==> src/rtl/rtc_tgt_pkg.sv <==
package rtc_tgt_pkg;

    typedef enum logic [2:0] {
        ST_IDLE,
        ST_RX,
        ST_RX_ACK,
        ST_TX,
        ST_TX_ACK
    } xfer_st_e;

    typedef enum logic [1:0] {
        PH_ADDR,
        PH_PTR,
        PH_DATA
    } rx_ph_e;

    typedef struct packed {
        logic scl_rise;
        logic scl_fall;
        logic sda;
        logic start;
        logic stop;
    } bus_ev_t;

    function automatic int ptr_next(input int p, input int n);
        return (p == n - 1) ? 0 : p + 1;
    endfunction

endpackage

==> src/rtl/rtc_bus_sync.sv <==
module rtc_bus_sync
    import rtc_tgt_pkg::*;
#(
    parameter int STAGES = 2
) (
    input  logic    clk,
    input  logic    rst,
    input  logic    scl_in,
    input  logic    sda_in,
    output bus_ev_t ev
);
    logic [STAGES-1:0] scl_ff, sda_ff;
    logic              scl_p, sda_p;
    logic              scl_s, sda_s;

    always_ff @(posedge clk) begin
        if (rst) begin
            scl_ff <= '1;
            sda_ff <= '1;
            scl_p  <= 1'b1;
            sda_p  <= 1'b1;
        end else begin
            scl_ff <= {scl_ff[STAGES-2:0], scl_in};
            sda_ff <= {sda_ff[STAGES-2:0], sda_in};
            scl_p  <= scl_ff[STAGES-1];
            sda_p  <= sda_ff[STAGES-1];
        end
    end

    assign scl_s = scl_ff[STAGES-1];
    assign sda_s = sda_ff[STAGES-1];

    always_comb begin
        ev.scl_rise = scl_s & ~scl_p;
        ev.scl_fall = ~scl_s & scl_p;
        ev.sda      = sda_s;
        ev.start    = scl_s & scl_p & sda_p & ~sda_s;
        ev.stop     = scl_s & scl_p & ~sda_p & sda_s;
    end

endmodule

==> src/rtl/rtc_reg_bank.sv <==
module rtc_reg_bank #(
    parameter int NREG  = 8,
    parameter int PTR_W = 3
) (
    input  logic             clk,
    input  logic             rst,
    input  logic             we,
    input  logic [PTR_W-1:0] widx,
    input  logic [7:0]       wdata,
    input  logic [PTR_W-1:0] ridx,
    output logic [7:0]       rdata
);
    logic [7:0] reg_q [NREG];

    for (genvar g = 0; g < NREG; g++) begin : g_reg
        always_ff @(posedge clk) begin
            if (rst)
                reg_q[g] <= 8'h00;
            else if (we && (int'(widx) == g))
                reg_q[g] <= wdata;
        end


        wr_take_chk: assert property (@(posedge clk) disable iff (rst)
            (we && (int'(widx) == g)) |=> (reg_q[g] == $past(wdata)));
    end

    assign rdata = reg_q[ridx];

endmodule

==> src/rtl/rtc_i2c_target.sv <==
module rtc_i2c_target
    import rtc_tgt_pkg::*;
#(
    parameter int         NREG        = 8,
    parameter logic [6:0] DEV_ADDR    = 7'h68,
    parameter int         SYNC_STAGES = 2
) (
    input  logic clk,
    input  logic rst,
    input  logic scl_in,
    input  logic sda_in,
    input  logic pwr_fail,
    output logic sda_pull
);
    localparam int PTR_W = $clog2(NREG);

    bus_ev_t          ev;
    xfer_st_e         st;
    rx_ph_e           ph;
    logic [3:0]       bitcnt;
    logic [7:0]       shreg;
    logic [PTR_W-1:0] ptr, ptr_inc;
    logic             rd_mode;
    logic             pull_q;
    logic             reg_we;
    logic [7:0]       rdata;

    rtc_bus_sync #(.STAGES(SYNC_STAGES)) i_sync (
        .clk(clk), .rst(rst), .scl_in(scl_in), .sda_in(sda_in), .ev(ev)
    );

    assign ptr_inc = PTR_W'(ptr_next(int'(ptr), NREG));

    assign reg_we = !pwr_fail && !ev.start && !ev.stop && (st == ST_RX)
                    && (ph == PH_DATA) && ev.scl_fall && (bitcnt == 4'd8);

    rtc_reg_bank #(.NREG(NREG), .PTR_W(PTR_W)) i_bank (
        .clk(clk), .rst(rst), .we(reg_we), .widx(ptr), .wdata(shreg),
        .ridx(ptr), .rdata(rdata)
    );

    always_ff @(posedge clk) begin
        if (rst) begin
            st      <= ST_IDLE;
            ph      <= PH_ADDR;
            bitcnt  <= '0;
            shreg   <= '0;
            ptr     <= '0;
            rd_mode <= 1'b0;
            pull_q  <= 1'b0;
        end else if (pwr_fail) begin
            st     <= ST_IDLE;
            ptr    <= '0;
            bitcnt <= '0;
            pull_q <= 1'b0;
        end else if (ev.start) begin
            st     <= ST_RX;
            ph     <= PH_ADDR;
            bitcnt <= '0;
            pull_q <= 1'b0;
        end else if (ev.stop) begin
            st     <= ST_IDLE;
            pull_q <= 1'b0;
        end else begin
            unique case (st)
                ST_RX: begin
                    if (ev.scl_rise) begin
                        shreg  <= {shreg[6:0], ev.sda};
                        bitcnt <= bitcnt + 4'd1;
                    end else if (ev.scl_fall && bitcnt == 4'd8) begin
                        unique case (ph)
                            PH_ADDR: begin
                                if (shreg[7:1] == DEV_ADDR) begin
                                    rd_mode <= shreg[0];
                                    st      <= ST_RX_ACK;
                                    pull_q  <= 1'b1;
                                end else begin
                                    st <= ST_IDLE;
                                end
                            end
                            PH_PTR: begin
                                ptr    <= shreg[PTR_W-1:0];
                                st     <= ST_RX_ACK;
                                pull_q <= 1'b1;
                            end
                            default: begin
                                ptr    <= ptr_inc;
                                st     <= ST_RX_ACK;
                                pull_q <= 1'b1;
                            end
                        endcase
                    end
                end
                ST_RX_ACK: begin
                    if (ev.scl_fall) begin
                        bitcnt <= '0;
                        if (ph == PH_ADDR && rd_mode) begin
                            st     <= ST_TX;
                            shreg  <= rdata;
                            pull_q <= ~rdata[7];
                            ptr    <= ptr_inc;
                        end else begin
                            st     <= ST_RX;
                            ph     <= (ph == PH_ADDR) ? PH_PTR : PH_DATA;
                            pull_q <= 1'b0;
                        end
                    end
                end
                ST_TX: begin
                    if (ev.scl_fall) begin
                        if (bitcnt == 4'd7) begin
                            st     <= ST_TX_ACK;
                            pull_q <= 1'b0;
                        end else begin
                            shreg  <= {shreg[6:0], 1'b0};
                            pull_q <= ~shreg[6];
                            bitcnt <= bitcnt + 4'd1;
                        end
                    end
                end
                ST_TX_ACK: begin
                    if (ev.scl_rise && ev.sda) begin
                        st <= ST_IDLE;
                    end else if (ev.scl_fall) begin
                        st     <= ST_TX;
                        shreg  <= rdata;
                        pull_q <= ~rdata[7];
                        ptr    <= ptr_inc;
                        bitcnt <= '0;
                    end
                end
                default: ;
            endcase
        end
    end

    assign sda_pull = pull_q;


    pfail_release_chk: assert property (@(posedge clk) disable iff (rst)
        pwr_fail |=> !sda_pull);


    pfail_ptr_chk: assert property (@(posedge clk) disable iff (rst)
        pwr_fail |=> (ptr == '0));


    stop_idle_chk: assert property (@(posedge clk) disable iff (rst)
        (ev.stop && !pwr_fail) |=> (st == ST_IDLE));


    stop_ptr_chk: assert property (@(posedge clk) disable iff (rst)
        (ev.stop && !pwr_fail) |=> (ptr == $past(ptr)));


    ack_drive_chk: assert property (@(posedge clk) disable iff (rst)
        (st == ST_RX_ACK) |-> sda_pull);

endmodule

==> config.mk <==
export PLATFORM = sky130hd
export DESIGN_NAME = rtc_i2c_target
export DESIGN_NICKNAME = d
export VERILOG_FILES = /design/src/rtl/rtc_tgt_pkg.sv /design/src/rtl/rtc_bus_sync.sv /design/src/rtl/rtc_reg_bank.sv /design/src/rtl/rtc_i2c_target.sv
export SDC_FILE = /design/constraint.sdc
export NUM_CORES = 1
export LEC_CHECK = 0
export ABC_CLOCK_PERIOD_IN_PS = 2300
export BUFFER_PORTS_ARGS = -buffer_cell sky130_fd_sc_hd__buf_2
export CORE_ASPECT_RATIO = 0.5
export CORE_MARGIN = 2
export CORE_UTILIZATION = 57
export DETAILED_ROUTE_END_ITERATION = 8
export PLACE_DENSITY = 0.8
export RECOVER_POWER = 25
export SYNTH_ARGS = -nofsm -noshare
export SYNTH_HDL_FRONTEND = slang
export SYNTH_SLANG_ARGS = --single-unit
==> constraint.sdc <==
create_clock -name clk -period 2.3 [get_ports clk]
set_input_delay 0.345 -clock clk [delete_from_list [all_inputs] [get_ports clk]]
set_output_delay 0.345 -clock clk [all_outputs]
set_load 0.05 [all_outputs]
; Word-level counts from Yosys, hierarchy flattened
; Memory sizes are Yosys's and may differ from the RTL's. A register that Yosys moved wholly into a read port is not among the register bits.
; Index checks and enable logic that the tools add are counted.
[totals]
register_bits = 28
ram_bits = 64
input_bits = 5
out_inout_bits = 1
elab_cells = 204
n_memories = 1
[op_classes]
addsub = 2
eq_ne = 37
n_mux = 89
bitwise = 25
reduce_logical = 38
[mem_list]
columns = memory, depth, width, rd, rd_ports_with_merged_regs, wr, line_no
row1 = i_bank.reg_q, 8, 8, 1, 1, 8, rtc_reg_bank.sv:13  ; logic [7:0] reg_q [NREG];
[op_table]
columns = cell, n
row1 = two-way mux 8 bit, 15
row2 = two-way mux 3 bit, 17
row3 = two-way mux 1 bit, 38
row4 = case mux 8 bit (4 select lines), 1
row5 = inequality test 2 bit (second input constant), 11
row6 = two-way mux 4 bit, 5
row7 = logical AND 1 bit, 17
row8 = two-way mux 2 bit, 8
row9 = inequality test 4 bit (second input constant), 4
row10 = case mux 4 bit (4 select lines), 1
row11 = AND reduction 8 bit, 2
row12 = equality test 3 bit (second input constant), 5
row13 = AND reduction 7 bit, 2
row14 = equality test 3 x 2 -> 1 bit (second input constant), 4
row15 = case mux 3 bit (4 select lines), 1
row16 = AND reduction 11 bit, 1
row17 = inverter 1 bit, 10
row18 = AND reduction 10 bit, 1
row19 = case mux 3 bit (3 select lines), 1
row20 = bitwise OR 1 bit, 8
row21 = AND 1 bit, 7
row22 = equality test 7 bit (second input constant), 1
row23 = equality test 3 x 1 -> 1 bit (second input constant), 2
row24 = inequality test 3 bit (second input constant), 2
row25 = 23 further kinds, 27

; Longest topological paths before layout
; Gate-level depths: netlist of the first run.
[depth]
word_depth = 15
depth_mapped = 8
ltp_nobuf = 7

; Cells and area by module
; Synthesis of the first run repeated with hierarchy kept, for this count alone.
[hier_totals]
hier_cells = 397
hier_area_um2 = 4727.0
[by_module_without_submodules]
columns = mod, instances, cells_per_inst, area_per_inst_um2
row1 = rtc_reg_bank, 1, 195, 2987.9
row2 = rtc_i2c_target, 1, 185, 1541.5
row3 = rtc_bus_sync, 1, 17, 197.7

; Worst setup path before layout of the first run
; OpenSTA, ideal clock, no wires.
[synth_timing]
path_kind = register -> register
start = reg bitcnt[0]
end = reg with a tool-made name
setup_time_ns = 0.112
arrival_ns = 2.128
path_slack_ns = 0.059
path_stages_with_launch = 8
path_cell_list = dfxtp_1 > inv_1 > ha_1 > nand3b_1 > or4_1 > a2111o_1 > or2_4 > a2111oi_2
[synth_lines]
columns = item, line_no
row1 = "start, declared", rtc_i2c_target.sv:20  ; logic [3:0] bitcnt;
row2 = "start signal, assigned", rtc_i2c_target.sv:69  ; bitcnt <= bitcnt + 4'd1;
row3 = "start signal, assigned", rtc_i2c_target.sv:117  ; bitcnt <= bitcnt + 4'd1;

; Worst setup path in the final report of the first run
[layout_timing]
start = reg bitcnt[0]
end = reg ptr[0]
[layout_between]
elab_chain_cells = 4
[layout_lines]
columns = item, line_no
row1 = equality test 4 bit, rtc_i2c_target.sv:70  ; end else if (ev.scl_fall && bitcnt == 4'd8) begin
row2 = logical AND 1 bit, rtc_i2c_target.sv:70
row3 = inequality test 2 x 1 -> 1 bit (no source line), --
row4 = AND reduction 10 bit (no source line), --
row5 = "end signal, assigned", rtc_i2c_target.sv:82  ; ptr <= shreg[PTR_W-1:0];
row6 = "end signal, assigned", rtc_i2c_target.sv:87  ; ptr <= ptr_inc;
row7 = "end signal, assigned", rtc_i2c_target.sv:101  ; ptr <= ptr_inc;
row8 = "end, declared", rtc_i2c_target.sv:22  ; logic [PTR_W-1:0] ptr, ptr_inc;
; Every way passes these cells.
; A chain may end at the register's enable or synchronous reset.

==> results of run 1 <==
## cell families after synthesis
kind of cell | after synthesis | synth area share [%]
and+or+nand+nor | 169 | 21.10
DFF | 95 | 53.25
AOI/OAI and AO/OA | 77 | 11.71
buffers and inverters | 37 | 3.459
muxes | 33 | 8.019
adders and majority gates | 8 | 2.097
xor gates and xnor gates | 2 | 0.3669
## cell type report
class	instances	area, sq um	area share, %
Sequential cell	95	2545	47.11
Multi-Input combinational cell	289	2121	39.25
Timing Repair Buffer	36	289.0	5.350
Clock buffer	12	246.5	4.562
Tap cell	112	140.1	2.594
Clock inverter	4	31.28	0.5790
Inverter	8	30.03	0.5558
## routing by layer
metal,routed length (um),up-vias
met4,129,0
met3,872,11
met1,4671,1675
li1,-,1601
met2,5022,137
met5,0,-
## worst max-delay path, cell delays in order, from the launching register on
cell and delay, ns:
dfxtp_2 0.32, inv_2 0.07, ha_4 0.12, nand3b_1 0.11
or4_1 0.48, a2111o_1 0.40, or2_4 0.27, a2111oi_4 0.35
## through the flow
step | setup TNS [ns] | hold slack [ns] | std cells
finish | 0 | 0.1801 | 556
global route | -0.07853 | 0.1835 | 556
CTS | 0 | 0.1705 | 555
detailed placement | -0.1628 | 0.4030 | 539
global placement | 0 | 0.3925 | 539
floorplan | 0 | 0.3895 | 421
## layout by cell type, fill, tap and decap left out, types with 9 or more instances in the layout
cell / instances
nor2_1: 23
buf_4: 27
and2_1: 51
edfxtp_1: 64
clkbuf_16: 9
a21oi_1: 17
and3_1: 16
mux2i_1: 27
nand2_1: 11
nor3_1: 9
dfxtp_1: 29
a22oi_1: 12
nand3_1: 9
## where the power goes
group          switching, mW  internal [mW]  leakage [nW]  total [mW]
clock                  0.620          0.769         0.137        1.39
sequential            0.0252           1.88         0.859        1.91
combinational         0.0944         0.0661         0.915       0.160
## registers in the layout, indices dropped and copies added, names as in the netlist, named ones only
| name | flops |
|---|---|
| i_sync.sda_p | 1 |
| st | 3 |
| rd_mode | 1 |
| i_bank.reg_q | 64 |
| i_sync.scl_p | 1 |
| ph | 2 |
| ptr | 3 |
| bitcnt | 4 |
| i_sync.sda_ff | 2 |
| shreg | 8 |
| i_sync.scl_ff | 2 |
| sda_pull | 1 |
## path summary, 6_finish.rpt
path | to | depth (start not counted) | start
hold / removal | i_sync.sda_ff[0]$_SDFF_PP1_ | 2 | sda_in
setup / recovery | ptr[0]$_SDFFE_PP0P_ | 7 | bitcnt[0]$_SDFFE_PP0P_
hold reg to reg | i_sync.sda_ff[1]$_SDFF_PP1_ | 1 | i_sync.sda_ff[0]$_SDFF_PP1_
setup reg to reg | ptr[0]$_SDFFE_PP0P_ | 7 | bitcnt[0]$_SDFFE_PP0P_
## timing repair
item / in CTS / in global routing
pin swaps: 2 / 0
gates resized for setup: 2 / 15
endpoints found under the setup margin: 4 / 92
buffers inserted: 0 / 1
==> results.yml, run 1 <==
status:
  outcome: "finished clean"
clock_network:
  cts_hold_buf: 0
  clk_latency_ns: 0.35
  numClockSinks: 95
  path_clk_slew_ns: 0.06
  clock-root-buffer: "clkbuf_16"
  tritoncts: "yes"
  cts-buffers-inserted: 9
  h-tree-depth: 3
  ctsLongestPathBuffers: 2
global_route:
  grt_util_all_layers_pct: 25.03
  gr-usage-met1_pct: 32.19
  grt_start_max_net_pins: 28
  grt-ovfl-total: 0
  antenna_violations_before_repair: 0
  met3_grt_util_pct: 5.044
  top_usage_layer: "met2"
  number_of_global_route_vias_before_repair: 3196
  grt_pass1_wl_um: 16880
  global_route_met2_utilization_pct: 43.30
detailed_routing:
  antenna_violating_nets_post_route: 0
  route.detailed.drc: 0
  routed_via_density: 6.158
  detail_route.wl_per_cell_um: 19.24
  dr.first_iter.drc_count: 331
  drt_pre_antenna_iters: 4
  drt_wl_total_um: 10700
  route.vias.total: 3424
die:
  core_area_sq_mm: 0.008058
  die_y_um: 68.72
  placementRows: 23
  initial_core_util_pct: 59.25
  design.portCount: 6
  design.die.area_sq_mm: 0.009169
  fp.dieW_um: 133.4
sta:
  final.min_clock_period_ns: 2.240
  final_setup_violation_count: 0
  maxSlewViolCount: 0
  worstMarginPinSlew_ns: 0.7033
  timing.max_slew.rel_slack_pct: 52.94
  max_clock_freq_mhz: 446.4
  report.final.hold_viol_count: 0
  fin_crit_sh_pct: 97.39
  timing.clock.skew_ns: 0.008174
  unrepaired_setup_endpoints_after_global_routing: "true"
  final_ws_setup_ns: 0.06006
place:
  detailed_place_hpwl_um: 7563
  setup_slack_at_placement_ns: -0.07771
  finalWeightedCongestion: 0.8739
  port-buffer-count: 5
  placement.cell_area_sq_mm: 0.005067
cells_and_area:
  design.final.nets: 452
  layout-drive-gt1-share_pct: 19.37
  nFillCells: 592
  antenna_cells_inserted: 0
  finalInstanceArea_sq_mm: 0.005403
  end_of_flow_core_utilization_pct: 67.05
  area_growth_syn_to_layout_pct: 13.16
critical_path:
  crit_path_end_kind: "flip-flop"
  cp.arrival_ns: 2.48
  crit_type: "flip-flop to flip-flop"
  worst-r2r-setup-slack_ns: 0.06
  setup.worst_path.start_class: "flip-flop"
  cp_max_fo: 3
  timing.critical_path.required_ns: 2.54
logic_synthesis:
  syn-num-nets: 434
  yosysMostFrequentCell: "edfxtp_1"
  predominant_post_synthesis_flop_cell: "edfxtp_1"
  synth-edff-count: 64
  ys_warn_count: 0
  largest_cells_by_area_after_synthesis: "edfxtp_1 40%, dfxtp_1 13%, and2_1 6.7%"
  synth-seq-cells: 95
  yosys.area.top_type: "edfxtp_1"
  synth_seq_area_share_pct: 53.25
  postSynthCellCount: 421
  mappedNetlistArea_sq_mm: 0.004775
  asyncSetResetFlopFracSynth_pct: 0
  synth.cells.most_frequent: "64 x edfxtp_1, 51 x and2_1, 31 x dfxtp_1"
  synth_top_area_share_pct: 40.25
  syn_area_per_cell_sq_um: 11.34
  synth.distinct_cells: 61
power_and_ir_drop:
  power_density_mw_per_mm2: 639.4
  finalPower_mw: 3.455
  peakVddDrop_mv: 0.4025
  leakage_nw: 1.911
hold_path:
  min-delay-path-class: "input port to flip-flop"
run:
  cap_violations: 0
(Power assumes the default switching activity.)
==> inputs of run 2 (changes only) <==
--- a/config.mk
+++ b/config.mk
@@ -5,13 +5,13 @@
 export SDC_FILE = /design/constraint.sdc
 export NUM_CORES = 1
 export LEC_CHECK = 0
-export ABC_CLOCK_PERIOD_IN_PS = 2300
+export ABC_CLOCK_PERIOD_IN_PS = 2550
 export BUFFER_PORTS_ARGS = -buffer_cell sky130_fd_sc_hd__buf_2
 export CORE_ASPECT_RATIO = 0.5
 export CORE_MARGIN = 2
-export CORE_UTILIZATION = 57
+export CORE_UTILIZATION = 30
 export DETAILED_ROUTE_END_ITERATION = 8
-export PLACE_DENSITY = 0.8
+export PLACE_DENSITY = 0.48
 export RECOVER_POWER = 25
 export SYNTH_ARGS = -nofsm -noshare
 export SYNTH_HDL_FRONTEND = slang
==> constraint.sdc (replaced) <==
create_clock -name clk -period 2.55 [get_ports clk]
set_input_delay 0.1275 -clock clk [delete_from_list [all_inputs] [get_ports clk]]
set_output_delay 0.1275 -clock clk [all_outputs]
set_load 0.05 [all_outputs]
==> results.yml, run 2 (same netlist as run 1, synthesis figures left out) <==
status:
  outcome: "finished clean"
detailed_routing:
  drt_pre_antenna_iters: 4
  route.detailed.drc: 0
  dr.first_iter.drc_count: 225
  routed_via_density: 5.104
  route.vias.total: 3277
  antenna_violating_nets_post_route: 0
  detail_route.wl_per_cell_um: 18.81
  drt_wl_total_um: 12080
hold_path:
  min-delay-path-class: "input port to flip-flop"
critical_path:
  setup.worst_path.start: "bitcnt[0]$_SDFFE_PP0P_"
  worst-r2r-cell-count: 6
  timing.critical_path.required_ns: 2.55
  timing.critical_path.to: "i_bank.reg_q[0][7]$_SDFFCE_PN0P_"
  critical_path_buf_inv_count: 1
  crit_path_end_kind: "flip-flop"
  reg2reg_from: "bitcnt[0]$_SDFFE_PP0P_"
  critPathTopFamily: "simple AND/OR/NAND/NOR gates"
  worstPathCellList: "inv_1 -> ha_1 -> nand3b_1 -> or4b_1 -> nor3_1 -> a21o_1"
  worst-r2r-setup-slack_ns: 0.11
  critPathSlowestCell: "or4b_1"
  cp_num_cells: 6
  setup.worst_path.start_class: "flip-flop"
  r2r-end: "i_bank.reg_q[0][7]$_SDFFCE_PN0P_"
  crit_type: "flip-flop to flip-flop"
  cp_max_fo: 8
  slowest_delay_ns: 0.58
  cp.arrival_ns: 2.44
sta:
  final_setup_violation_count: 0
  max_clock_freq_mhz: 410.4
  worstMarginPinSlew_ns: 0.7552
  timing.clock.skew_ns: 0.005366
  maxSlewViolCount: 0
  tns_ns: 0
  report.final.hold_viol_count: 0
  timing.max_slew.rel_slack_pct: 49.47
  fin_crit_sh_pct: 95.57
  unrepaired_setup_endpoints_after_global_routing: "false"
  hold_ws_ns: 0.1142
  final.min_clock_period_ns: 2.437
clock_network:
  tritoncts: "yes"
  cts_setup_buffers: 0
  clk_latency_ns: 0.34
  path_clk_slew_ns: 0.07
  cts-buffers-inserted: 9
  clock-root-buffer: "clkbuf_16"
  numClockSinks: 95
  ctsLongestPathBuffers: 2
  h-tree-depth: 3
die:
  design.portCount: 6
  fp.dieW_um: 182.4
  core_area_sq_mm: 0.01549
  design.die.area_sq_mm: 0.01700
  die_y_um: 93.21
  initial_core_util_pct: 30.81
  placementRows: 32
power_and_ir_drop:
  leakage_nw: 1.844
  finalPower_mw: 3.093
  peakVddDrop_mv: 0.3076
  power_density_mw_per_mm2: 573.8
cells_and_area:
  layout.cells.most_common: "edfxtp_1"
  area_growth_syn_to_layout_pct: 12.89
  design.final.nets: 446
  layout_top_registers: "i_bank.reg_q x64, shreg x8, bitcnt x4"
  final_cell_mix: "64 x edfxtp_1, 51 x and2_1, 31 x dfxtp_1"
  antenna_cells_inserted: 0
  max_ffs_per_register: 64
  regMostFlops: "i_bank.reg_q"
  layout-drive-gt1-share_pct: 15.53
place:
  detailed_place_hpwl_um: 8460
  port-buffer-count: 5
  finalWeightedCongestion: 0.8373
run:
  cap_violations: 0
global_route:
  grt_util_all_layers_pct: 14.96
  grt_start_max_net_pins: 30
  grt_pass1_wl_um: 19220
  grt-ovfl-total: 0
  number_of_global_route_vias_before_repair: 3327
  antenna_violations_before_repair: 0
-- run 2: power by group --
group          switching [mW]  internal [mW]  total [mW]
sequential             0.0222           1.70        1.72
clock                   0.574          0.661        1.23
combinational          0.0875         0.0524       0.140
-- run 2: worst min-delay path by stage --
stage / from / cells after the start / to / slack, ns
global placement: scl_in / 2 / i_sync.scl_ff[0]$_SDFF_PP1_ / 0.32
floorplan: pwr_fail / 1 / flip-flop / 0.21
detailed placement: sda_in / 2 / i_sync.sda_ff[0]$_SDFF_PP1_ / 0.31
finish: pwr_fail / 2 / ptr[1]$_SDFFE_PP0P_ / 0.11
CTS: pwr_fail / 2 / ptr[1]$_SDFFE_PP0P_ / 0.08
global route: pwr_fail / 2 / ptr[1]$_SDFFE_PP0P_ / 0.12
-- run 2: final cells by class --
type	instances	area [sq um]
fillers	1516	10100
flip-flops and latches	95	2542
multi-input cells	289	2100
well taps	204	255.2
clock buffers	11	232.7
repair buffers	30	197.7
clock inverters	5	32.53
inverters	8	30.03
-- run 2: worst register-to-register path: cells and delay by family (launching register included) --
kind            cells  cell delay [ns]
compound gates      1             0.43
simple gates        3             1.11
flops               1             0.34
fa+ha+maj           1             0.14
buf+inv             1             0.08
-- run 2: repair_timing --
action | in CTS | in global routing
endpoints found under the setup margin | 0 | 30
hold endpoints to repair | 2 | 0
hold buffers | 2 | 0
gates resized for setup | 0 | 8
-- run 2: per-stage QoR --
stage / util, % / std cells / cell area, sq um / worst slack [ns]
after floorplan: - / 421 / 4775 / 0.3093
after global placement: 32.87 / 624 / 5092 / 0.1714
after detailed placement: 32.87 / 624 / 5092 / 0.1105
after CTS: 34.71 / 642 / 5378 / 0.09673
after global routing: 34.79 / 642 / 5390 / 0.02623
final: 34.79 / 642 / 5390 / 0.1131
-- run 2: per-layer routing --
| metal | track usage, % | wire (um) | up-vias |
|---|---|---|---|
| met5 | 0 | 0 | - |
| li1 | - | - | 1589 |
| met2 | 24.08 | 5393 | 83 |
| met3 | 2.687 | 510 | 10 |
| met4 | 4.368 | 163 | 0 |
| met1 | 20.71 | 6008 | 1595 |
==> inputs of run 3 (changes only) <==
--- a/config.mk
+++ b/config.mk
@@ -5,6 +5,7 @@
 export SDC_FILE = /design/constraint.sdc
 export NUM_CORES = 1
 export LEC_CHECK = 0
+export ABC_AREA = 1
 export ABC_CLOCK_PERIOD_IN_PS = 2550
 export BUFFER_PORTS_ARGS = -buffer_cell sky130_fd_sc_hd__buf_2
 export CORE_ASPECT_RATIO = 0.5
==> results.yml, run 3 <==
status:
  outcome: "finished clean"
die:
  initial_core_util_pct: 30.43
  design.portCount: 6
  core_area_sq_mm: 0.01627
  fp.dieW_um: 185.7
  die_y_um: 94.84
  placementRows: 33
  design.die.area_sq_mm: 0.01761
place:
  detailed_place_hpwl_um: 9209
  port-buffer-count: 5
  finalWeightedCongestion: 0.9015
logic_synthesis:
  synth.cells.most_frequent: "173 x nor2_1, 134 x nand2_1, 64 x edfxtp_1"
  predominant_post_synthesis_flop_cell: "edfxtp_1"
  synth-seq-cells: 95
  synth.distinct_cells: 29
  ys_warn_count: 0
  mappedNetlistArea_sq_mm: 0.004951
  postSynthCellCount: 621
  yosysMostFrequentCell: "nor2_1"
  synth_seq_area_share_pct: 51.35
  largest_cells_by_area_after_synthesis: "edfxtp_1 39%, nor2_1 13%, dfxtp_1 13%"
  synth_top_area_share_pct: 38.82
  yosys.area.top_type: "edfxtp_1"
  synth-edff-count: 64
  syn_area_per_cell_sq_um: 7.973
  syn-num-nets: 634
  asyncSetResetFlopFracSynth_pct: 0
critical_path:
  worst-r2r-cell-count: 11
  worst-r2r-setup-slack_ns: 0.32
  crit_type: "flip-flop to flip-flop"
  setup.worst_path.start_class: "flip-flop"
  critical_path_buf_inv_count: 3
  reg2reg_from: "st[1]$_SDFFE_PP0P_"
  cp.arrival_ns: 2.47
  worstPathCellList: "inv_1 -> nor2_1 -> nand2_1 -> nand2_1 -> inv_1 -> nand2_1 -> nand2_1 -> inv_1 -> nand3_1 -> nand2_1 -> nor2_1"
  timing.critical_path.mode_cell: "nand2_1"
  timing.critical_path.required_ns: 2.79
  crit_path_end_kind: "flip-flop"
  critPathSlowestCell: "nand2_1"
  slowest_delay_ns: 0.51
  cp_max_fo: 16
  critPathTopFamily: "simple AND/OR/NAND/NOR gates"
cells_and_area:
  layout_top_registers: "i_bank.reg_q x64, shreg x8, bitcnt x4"
  area_growth_syn_to_layout_pct: 12.08
  regMostFlops: "i_bank.reg_q"
  multiInputGateArea_sq_mm: 0.002041
  antenna_cells_inserted: 0
  layout-drive-gt1-share_pct: 9.248
  max_ffs_per_register: 64
  end_of_flow_core_utilization_pct: 34.11
  layout.cells.most_common: "nor2_1"
  nFillCells: 1757
  final_cell_mix: "174 x nor2_1, 135 x nand2_1, 64 x edfxtp_1"
  design.final.nets: 647
  final-seq-area_sq_mm: 0.002542
sta:
  unrepaired_setup_endpoints_after_global_routing: "false"
  timing.clock.skew_ns: 0.009876
  tns_ns: 0
  final_setup_violation_count: 0
  worstMarginPinSlew_ns: 0.6540
  fin_crit_sh_pct: 87.47
  final.min_clock_period_ns: 2.230
  max_clock_freq_mhz: 448.4
  maxSlewViolCount: 0
  timing.max_slew.rel_slack_pct: 56.29
  report.final.hold_viol_count: 0
global_route:
  grt_start_max_net_pins: 33
  grt-ovfl-total: 0
  number_of_global_route_vias_before_repair: 3804
  grt_util_all_layers_pct: 15.50
  grt_pass1_wl_um: 20110
  antenna_violations_before_repair: 0
detailed_routing:
  routed_via_density: 4.462
  detail_route.wl_per_cell_um: 14.61
  antenna_violating_nets_post_route: 0
  route.detailed.drc: 0
  dr.first_iter.drc_count: 300
  route.vias.total: 3860
  drt_pre_antenna_iters: 4
  drt_wl_total_um: 12630
hold_path:
  min-delay-path-class: "input port to flip-flop"
  worst_hold_path.num_cells: 2
  min_to: "ph[1]$_SDFFE_PP0P_"
  hold_path.startpoint: "rst"
clock_network:
  cts_resized: 0
  clock-root-buffer: "clkbuf_16"
  h-tree-depth: 3
  ctsLongestPathBuffers: 2
  numClockSinks: 95
  path_clk_slew_ns: 0.07
  cts-buffers-inserted: 9
  tritoncts: "yes"
  clk_latency_ns: 0.35
power_and_ir_drop:
  leakage_nw: 2.286
  peakVddDrop_mv: 0.3151
  power_density_mw_per_mm2: 628.1
run:
  cap_violations: 0
run 3: cell types whose count changed after synthesis, moves of 22 or more:
cell,delta
and3_1,-22
nand2_1,+123
nand3_1,+39
nor2_1,+150
and2_1,-51
o21ai_0,+23
mux2i_1,-27
inv_1,+35
run 3: worst max-delay path by stage:
stage	start	endpoint	slack, ns	cells after the start
2_1_floorplan	bitcnt[0]$_SDFFE_PP0P_	i_bank.reg_q[5][0]$_SDFFCE_PN0P_	0.32	11
3_3_place_gp	bitcnt[0]$_SDFFE_PP0P_	i_bank.reg_q[0][5]$_SDFFCE_PN0P_	0.41	10
3_5_place_dp	bitcnt[0]$_SDFFE_PP0P_	i_bank.reg_q[0][6]$_SDFFCE_PN0P_	0.38	10
4_1_cts	bitcnt[0]$_SDFFE_PP0P_	i_bank.reg_q[0][6]$_SDFFCE_PN0P_	0.38	10
5_1_grt	st[1]$_SDFFE_PP0P_	ptr[2]$_SDFFE_PP0P_	0.14	11
6_report	st[1]$_SDFFE_PP0P_	flip-flop	0.32	11
run 3: logic make-up after synthesis:
kind of cell | after synthesis | synth area share [%]
buf+inv | 82 | 6.748
fa+ha+maj | 8 | 2.022
compound gates | 46 | 4.700
xor+xnor | 1 | 0.1769
simple gates | 389 | 35.00
flops | 95 | 51.35
run 3: layout make-up:
cell class	instances	share of cell area (%)
multi-input combinational	444	36.78
timing repair buffer	21	2.683
inverter	63	4.262
sequential	95	45.82
tap	227	5.118
clock inverter	6	1.285
clock buffer	9	4.059
run 3: what timing repair did:
action / in CTS / in global routing
hold endpoints to repair: 2 / 0
buffers inserted: 0 / 0
hold buffers: 2 / 0
run 3: per-layer routing:
metal  vias to the layer above  wire, um  track usage, %
li1                       2014         -               -
met1                      1768      5834           19.65
met2                        68      5870           26.12
met3                        10       735           3.702
met4                         0       193           5.315
met5                         -         0               0
run 3: report_power, final:
part	switching, mW	internal [mW]
combinational	0.288	0.116
clock	0.591	0.763
sequential	0.0322	1.70
total	0.912	2.57
run 3: stage by stage:
| step | hold slack, ns | worst slack (ns) | std cells | power, mW | instance area [sq um] |
|---|---|---|---|---|---|
| after floorplan | 0.2313 | 0.3217 | 621 | 2.043 | 4951 |
| after global placement | 0.3119 | 0.4078 | 848 | 2.168 | 5268 |
| after detailed placement | 0.3122 | 0.3849 | 848 | 2.171 | 5268 |
| after CTS | 0.05591 | 0.3785 | 865 | 3.527 | 5584 |
| after global routing | 0.07542 | 0.1436 | 865 | 3.644 | 5549 |
| final | 0.06491 | 0.3196 | 865 | 3.486 | 5549 |
